## config.mk

```make
export PLATFORM = sky130hd
export DESIGN_NAME = ubus_datapath
export DESIGN_NICKNAME = d
export VERILOG_FILES = /design/src/rtl/ubus_pkg.sv /design/src/rtl/ubus_regfile.sv /design/src/rtl/ubus_immgen.sv /design/src/rtl/ubus_alu.sv /design/src/rtl/ubus_mem.sv /design/src/rtl/ubus_datapath.sv
export SDC_FILE = /design/constraint.sdc
export NUM_CORES = 2
export LEC_CHECK = 0
export BUFFER_PORTS_ARGS = -buffer_cell sky130_fd_sc_hd__buf_2
export CAP_MARGIN = 25
export CORE_ASPECT_RATIO = 1.75
export CORE_MARGIN = 4
export CORE_UTILIZATION = 50
export CTS_BUF_LIST = sky130_fd_sc_hd__clkbuf_4 sky130_fd_sc_hd__clkbuf_8
export DETAILED_ROUTE_END_ITERATION = 12
export GPL_TIMING_DRIVEN = 0
export PLACE_DENSITY_LB_ADDON = 0.25
export SYNTH_ARGS = -nofsm -noshare
export SYNTH_HDL_FRONTEND = slang
export SYNTH_SLANG_ARGS = --single-unit
```

## constraint.sdc

```tcl
create_clock -name clk -period 6.04 [get_ports clk]
set_clock_uncertainty 0.15 [all_clocks]
set_input_delay 0 -clock clk [delete_from_list [all_inputs] [get_ports clk]]
set_output_delay 0 -clock clk [all_outputs]
set_load 0.005 [all_outputs]
```

## src/rtl/ubus_pkg.sv

```systemverilog
package ubus_pkg;

  localparam int unsigned XLEN = 32;

  typedef enum logic [2:0] {
    SEL_RS1  = 3'd0,
    SEL_RS2  = 3'd1,
    SEL_RD   = 3'd2,
    SEL_PC   = 3'd3,
    SEL_LINK = 3'd4
  } reg_sel_e;

  typedef enum logic [2:0] {
    IMM_I = 3'd0,
    IMM_S = 3'd1,
    IMM_B = 3'd2,
    IMM_U = 3'd3,
    IMM_J = 3'd4
  } imm_sel_e;

  typedef enum logic [3:0] {
    ALU_ADD  = 4'd0,
    ALU_SUB  = 4'd1,
    ALU_PASB = 4'd2,
    ALU_AND  = 4'd3,
    ALU_OR   = 4'd4,
    ALU_XOR  = 4'd5,
    ALU_SLT  = 4'd6,
    ALU_SLTU = 4'd7,
    ALU_SLL  = 4'd8,
    ALU_SRL  = 4'd9,
    ALU_SRA  = 4'd10,
    ALU_INC4 = 4'd11,
    ALU_DEC4 = 4'd12
  } alu_op_e;

  // Power-up contents of memory word i.
  function automatic logic [XLEN-1:0] mem_seed(input int unsigned i);
    logic [XLEN-1:0] prod;
    prod = XLEN'(i) * 32'h9E37_79B9;
    return prod ^ 32'h5A5A_0F0F;
  endfunction

endpackage

```

## src/rtl/ubus_regfile.sv

```systemverilog
module ubus_regfile #(
  parameter int unsigned NREG = 32,
  parameter int unsigned W    = 32,
  localparam int unsigned IW  = $clog2(NREG)
) (
  input  logic          clk,
  input  logic          rst,
  input  logic [IW-1:0] idx,
  input  logic          is_pc,
  input  logic          wr_en,
  input  logic [W-1:0]  wr_data,
  output logic [W-1:0]  rd_data
);

  logic [W-1:0] gpr [NREG];
  logic [W-1:0] pc_q;

  // General registers: plain array, no reset, so it maps onto distributed RAM.
  always_ff @(posedge clk) begin
    if (wr_en && !is_pc && idx != '0) gpr[idx] <= wr_data;
  end

  always_ff @(posedge clk) begin
    if (rst)                pc_q <= '0;
    else if (wr_en && is_pc) pc_q <= wr_data;
  end

  always_comb begin
    if (is_pc)            rd_data = pc_q;
    else if (idx == '0)   rd_data = '0;
    else                  rd_data = gpr[idx];
  end

endmodule

```

## src/rtl/ubus_immgen.sv

```systemverilog
module ubus_immgen
  import ubus_pkg::*;
(
  input  logic [31:7]     ir,
  input  logic [2:0]      sel,
  output logic [XLEN-1:0] imm
);

  logic sgn;
  assign sgn = ir[31];

  always_comb begin
    case (sel)
      IMM_I:   imm = {{20{sgn}}, ir[31:20]};
      IMM_S:   imm = {{20{sgn}}, ir[31:25], ir[11:7]};
      IMM_B:   imm = {{19{sgn}}, sgn, ir[7], ir[30:25], ir[11:8], 1'b0};
      IMM_U:   imm = {ir[31:12], 12'b0};
      IMM_J:   imm = {{11{sgn}}, sgn, ir[19:12], ir[20], ir[30:21], 1'b0};
      default: imm = '0;
    endcase
  end

endmodule

```

## src/rtl/ubus_alu.sv

```systemverilog
module ubus_alu
  import ubus_pkg::*;
#(
  parameter int unsigned W   = XLEN,
  localparam int unsigned SW = $clog2(W)
) (
  input  logic [3:0]   op,
  input  logic [W-1:0] a,
  input  logic [W-1:0] b,
  output logic [W-1:0] y
);

  logic [SW-1:0] shamt;
  assign shamt = b[SW-1:0];

  always_comb begin
    case (op)
      ALU_ADD:  y = a + b;
      ALU_SUB:  y = a - b;
      ALU_PASB: y = b;
      ALU_AND:  y = a & b;
      ALU_OR:   y = a | b;
      ALU_XOR:  y = a ^ b;
      ALU_SLT:  y = W'($signed(a) < $signed(b));
      ALU_SLTU: y = W'(a < b);
      ALU_SLL:  y = a << shamt;
      ALU_SRL:  y = a >> shamt;
      ALU_SRA:  y = W'($signed(a) >>> shamt);
      ALU_INC4: y = a + W'(4);
      ALU_DEC4: y = a - W'(4);
      default:  y = '0;
    endcase
  end

endmodule

```

## src/rtl/ubus_mem.sv

```systemverilog
module ubus_mem
  import ubus_pkg::*;
#(
  parameter int unsigned WORDS   = 64,
  parameter int unsigned LATENCY = 4,
  localparam int unsigned AW     = $clog2(WORDS),
  localparam int unsigned CW     = $clog2(LATENCY + 1)
) (
  input  logic            clk,
  input  logic            rst,
  input  logic            req_rd,
  input  logic            req_wr,
  input  logic [AW-1:0]   addr,
  input  logic [XLEN-1:0] wdata,
  output logic            busy,
  output logic [XLEN-1:0] rdata
);

  logic [XLEN-1:0] mem [WORDS];
  logic            active;
  logic [CW-1:0]   cnt;
  logic [AW-1:0]   addr_q;
  logic            wr_q;
  logic [XLEN-1:0] wdata_q;
  logic [XLEN-1:0] rdata_q;
  logic            start, done;
  logic [AW-1:0]   rd_idx;

  initial begin
    for (int i = 0; i < int'(WORDS); i++) mem[i] = mem_seed(i);
  end

  assign start  = !active && (req_rd || req_wr);
  assign done   = active && (cnt == CW'(LATENCY));
  assign busy   = active ? !done : (req_rd || req_wr);
  assign rd_idx = start ? addr : addr_q;
  assign rdata  = rdata_q;

  always_ff @(posedge clk) begin
    if (rst) begin
      active  <= 1'b0;
      cnt     <= '0;
      addr_q  <= '0;
      wr_q    <= 1'b0;
      wdata_q <= '0;
    end else if (start) begin
      active  <= 1'b1;
      cnt     <= CW'(1);
      addr_q  <= addr;
      wr_q    <= req_wr;
      wdata_q <= wdata;
    end else if (done) begin
      active  <= 1'b0;
    end else if (active) begin
      cnt     <= cnt + CW'(1);
    end
  end

  // Registered read and single write port keep the array block-RAM shaped.
  always_ff @(posedge clk) begin
    rdata_q <= mem[rd_idx];
    if (done && wr_q) mem[addr_q] <= wdata_q;
  end

endmodule

```

## src/rtl/ubus_datapath.sv

```systemverilog
module ubus_datapath
  import ubus_pkg::*;
#(
  parameter int unsigned MEM_WORDS   = 64,
  parameter int unsigned MEM_LATENCY = 4,
  localparam int unsigned AW         = $clog2(MEM_WORDS)
) (
  input  logic        clk,
  input  logic        rst,
  input  logic        ld_ir,
  input  logic        ld_a,
  input  logic        ld_b,
  input  logic        ld_ma,
  input  logic [2:0]  reg_sel,
  input  logic        reg_wr,
  input  logic        en_reg,
  input  logic [2:0]  imm_sel,
  input  logic        en_imm,
  input  logic [3:0]  alu_op,
  input  logic        en_alu,
  input  logic        mem_wr,
  input  logic        en_mem,
  output logic [6:0]  opcode,
  output logic        zero,
  output logic        busy,
  output logic [31:0] bus_out
);

  logic [XLEN-1:0] ir_q, a_q, b_q, ma_q;
  logic [XLEN-1:0] bus;
  logic [XLEN-1:0] rf_data, imm_data, alu_data, mem_data;
  logic [4:0]      rf_idx;
  logic            rf_is_pc;
  logic            unused_ma_bits;

  always_comb begin
    case (reg_sel)
      SEL_RS1:  rf_idx = ir_q[19:15];
      SEL_RS2:  rf_idx = ir_q[24:20];
      SEL_RD:   rf_idx = ir_q[11:7];
      SEL_LINK: rf_idx = 5'd1;
      default:  rf_idx = 5'd0;
    endcase
  end
  assign rf_is_pc = (reg_sel == SEL_PC);

  ubus_regfile #(.NREG(32), .W(XLEN)) u_rf (
    .clk     (clk),
    .rst     (rst),
    .idx     (rf_idx),
    .is_pc   (rf_is_pc),
    .wr_en   (reg_wr),
    .wr_data (bus),
    .rd_data (rf_data)
  );

  ubus_immgen u_imm (
    .ir  (ir_q[31:7]),
    .sel (imm_sel),
    .imm (imm_data)
  );

  ubus_alu #(.W(XLEN)) u_alu (
    .op (alu_op),
    .a  (a_q),
    .b  (b_q),
    .y  (alu_data)
  );

  ubus_mem #(.WORDS(MEM_WORDS), .LATENCY(MEM_LATENCY)) u_mem (
    .clk    (clk),
    .rst    (rst),
    .req_rd (en_mem),
    .req_wr (mem_wr),
    .addr   (ma_q[AW+1:2]),
    .wdata  (bus),
    .busy   (busy),
    .rdata  (mem_data)
  );

  assign unused_ma_bits = ^{ma_q[XLEN-1:AW+2], ma_q[1:0]};

  // AND-OR bus: each driver gated by its enable, all-zero when idle.
  assign bus = ({XLEN{en_reg}} & rf_data)
             | ({XLEN{en_imm}} & imm_data)
             | ({XLEN{en_alu}} & alu_data)
             | ({XLEN{en_mem}} & mem_data);

  always_ff @(posedge clk) begin
    if (rst) begin
      ir_q <= '0;
      a_q  <= '0;
      b_q  <= '0;
      ma_q <= '0;
    end else begin
      if (ld_ir) ir_q <= bus;
      if (ld_a)  a_q  <= bus;
      if (ld_b)  b_q  <= bus;
      if (ld_ma) ma_q <= bus;
    end
  end

  assign opcode  = ir_q[6:0];
  assign zero    = (a_q == b_q);
  assign bus_out = bus;

endmodule

```

==> results.ini <==
[status]
status = complete, but fails checks
violations = max-slew violations, negative setup slack

[timing]
fin_crit_sh_pct = 103.7
fin_ws_ns = -0.2217
rsz0062_at_grt = true
timing.slew.headroom_pct = -7.753
final_hold_viol_count = 0
hold_ws_ns = 0.1148
setup_violations = 25
period_minus_slack_ns = 6.262
drv_slew = 1
tightest_slew_ns = 1.616
clock.fmax_mhz = 159.7

[cells_and_area]
area.growth.synth_to_final_pct = 15.61
final_common_cell = edfxtp_1
mostFrequentLayoutCells = edfxtp_1, nand2_1, mux4_2
drive_above_1_share_pct = 23.43
nets = 10270

[yosys]
ys_seq_elements = 3279
yosys-top-cells-area = edfxtp_1, mux4_2, nand2_1
synth_top_area_share_pct = 66.05
avgSynthCellArea_um2 = 15.13
synth_seq_area_share_pct = 69.05
ys_types = 114
synth.largest_area_cell = edfxtp_1
async_flop_share_pct = 0
netlist_instances = 9223
netlist_area_um2 = 139600
synthFlopType = edfxtp_1
synth_edf_count = 3070
ys_warn_count = 0

[pwr]
p_leak_nw = 53.84
finalPower_w = 0.05500
powerDensity_nw_per_um2 = 340.9
ir_drop_uv = 253.4

[route]
drc_errors = 0
final_antenna_net_count = 0
viasPerCell = 6.694
num_vias = 94530
wl_per_cell_um = 39.63
routed_wl_um = 559700
dr.first_iter.drc_count = 12550
first_pass_iters = 10

[floorplanning]
die_h_um = 706.9
die_area_um2 = 288000
rows = 256
core_um2 = 277700
ios = 63
start_util_pct = 50.26
fp.dieW_um = 407.4

[setup_path]
critical_path_class = reg -> out
crit_start = a_q[23]$_SDFFE_PP0P_
cp-start-kind = flip-flop
r2r_cells = 15
timing.rr.start = a_q[23]$_SDFFE_PP0P_
r2r-end = u_rf.gpr[17][28]$_DFFE_PP_
path_max_fanout = 10
arrival_ns = 6.11
rrSetupSlack_ns = -0.06
critPathRequiredTime_ns = 5.89
cp-endpoint = bus_out[28]
cp-end-kind = output pin

[global_routing]
grt-ovfl-total = 0
grtUsageTotal_pct = 38.25
antenna_found_initial = 35
grt_pass1_wl_um = 761500
grt_max_degree = 66
grt_pass1_vias = 94020

[place]
port_buffers = 51
gp_congestion = 1.058
dp_hpwl_um = 400300

[job]
drv_cap = 0

[min_path]
hold-path-cell-count = 5
hp-class = in -> reg

[clock_network]
h-tree-depth = 5
cts_tree = built
numClockSinks = 3279
cts_made_buffers = 446
cts_buffer_depth = 4
clkTransAtPathRegs_ns = 0.07
clkLatencyLatePin_ns = 1.15
cts_root_buf = clkbuf_8

## how the worst min path moves through the flow
stage | start | to | slack (ns)
finish | ld_ir | ir_q[8]$_SDFFE_PP0P_ | 0.11
detailed placement | mem_wr | u_mem.wr_q$_SDFFE_PP0P_ | 0.26
global route | reg_sel[1] | u_rf.pc_q[17]$_SDFFE_PP0P_ | 0.11
CTS | en_reg | u_rf.pc_q[6]$_SDFFE_PP0P_ | 0.02
floorplan | mem_wr | u_mem.wr_q$_SDFFE_PP0P_ | -0.003
global placement | ld_ma | ma_q[2]$_SDFFE_PP0P_ | 0.26
## what timing repair did
action	4_1_cts	5_1_grt
setup endpoints to repair	1143	40
cloned	9	0
pin swaps	36	11
hold endpoints to repair	308	0
gates resized for setup	293	97
hold buffers	23	0
buffers inserted	59	8
## final cells by class
cell class | instances | area [um2]
Fill cell | 21390 | 116300
Clock buffer | 587 | 7297
Timing Repair Buffer | 447 | 6043
Buffer | 663 | 3364
Inverter | 139 | 598.1
Sequential cell | 3279 | 96440
Timing Repair inverter | 7 | 35.03
Clock inverter | 207 | 1401
Tap cell | 3612 | 4519
Antenna cell | 18 | 45.04
Multi-Input combinational cell | 5162 | 41620
## worst max-delay path, stage by stage (launching register included)
cell and delay [ns]:
dfxtp_2 0.49, clkbuf_4 0.32, clkbuf_2 0.35, inv_1 0.14
ha_1 0.48, or4_1 0.22, nand2b_1 0.41, nor2_1 0.13
a31oi_1 0.39, nand4_1 0.18, nor3_2 0.44, a41oi_4 0.43
nor3_4 0.41, clkinvlp_4 0.31, buf_8 0.23, buf_2 0.14
## cells in the mapped netlist, types with 20 or more instances
| library cell | count |
|---|---|
| a2111oi_0 | 24 |
| a211oi_1 | 346 |
| a21o_1 | 33 |
| a21oi_1 | 322 |
| a222oi_1 | 20 |
| a22oi_1 | 39 |
| a311oi_1 | 123 |
| a31oi_1 | 158 |
| and2_1 | 149 |
| and3_1 | 96 |
| buf_1 | 42 |
| buf_2 | 211 |
| buf_4 | 69 |
| clkbuf_1 | 341 |
| dfxtp_1 | 209 |
| edfxtp_1 | 3070 |
| ha_1 | 103 |
| inv_1 | 135 |
| mux2i_1 | 160 |
| mux4_2 | 579 |
| nand2_1 | 1316 |
| nand3_1 | 340 |
| nand4_1 | 36 |
| nor2_1 | 474 |
| nor3_1 | 66 |
| nor4_1 | 41 |
| o211ai_1 | 29 |
| o21ai_0 | 137 |
| o21bai_1 | 20 |
| o221ai_1 | 22 |
| o22ai_1 | 43 |
| o31ai_1 | 21 |
| xnor2_1 | 42 |
## per-layer routing
| layer | vias to the layer above | track usage, % | share of wire [%] |
|---|---|---|---|
| met3 | 2199 | 7.819 | 9.0 |
| met4 | 12 | 37.21 | 13 |
| met1 | 47670 | 41.37 | 31 |
| met5 | - | 0 | 0.014 |
| li1 | 38050 | - | - |
| met2 | 6600 | 62.24 | 47 |
## cell families (layout without fill, tap and decap cells)
| kind of cell | count (synthesis) | in the layout | share of synthesized area [%] |
|---|---|---|---|
| and+or+nand+nor | 2666 | 2668 | 8.574 |
| muxes | 760 | 760 | 10.66 |
| adders and majority gates | 105 | 105 | 0.9520 |
| other | 1 | 48 | 0.002687 |
| buffers and inverters | 813 | 2050 | 2.611 |
| DFF | 3279 | 3279 | 69.05 |
| xor gates and xnor gates | 45 | 45 | 0.2824 |
| AOI/OAI and AO/OA | 1554 | 1554 | 7.866 |
## metrics by stage
stage          instances  setup TNS (ns)  utilization, %  worst slack (ns)  cell area [um2]
3_5_place_dp       13200        -1841.30           54.10            -2.861           150300
3_3_place_gp       12920        -5047.14           52.02            -5.234           144500
5_1_grt            14110         -0.2166           58.10          -0.09417           161300
2_1_floorplan       9252               0               -             1.052           139700
4_1_cts            14080               0           57.90          0.001381           160800
6_report           14120          -1.412           58.11           -0.2217           161400
## state kept, by name, summed over array words and instances (netlist names)
signal	cells
a_q	32
b_q	32
ir_q	32
ma_q	6
u_mem.active	1
u_mem.addr_q	6
u_mem.cnt	3
u_mem.mem	2048
u_mem.rdata	32
u_mem.wdata_q	32
u_mem.wr_q	1
u_rf.gpr	1022
u_rf.pc_q	32
## power by group
| group | internal, W | total (W) | leakage (nW) | switching, W |
|---|---|---|---|---|
| Clock | 0.00855 | 0.0170 | 4.58 | 0.00841 |
| Combinational | 0.00333 | 0.0111 | 19.6 | 0.00780 |
| Sequential | 0.0263 | 0.0269 | 29.7 | 0.000642 |
(Power assumes the default switching activity.)
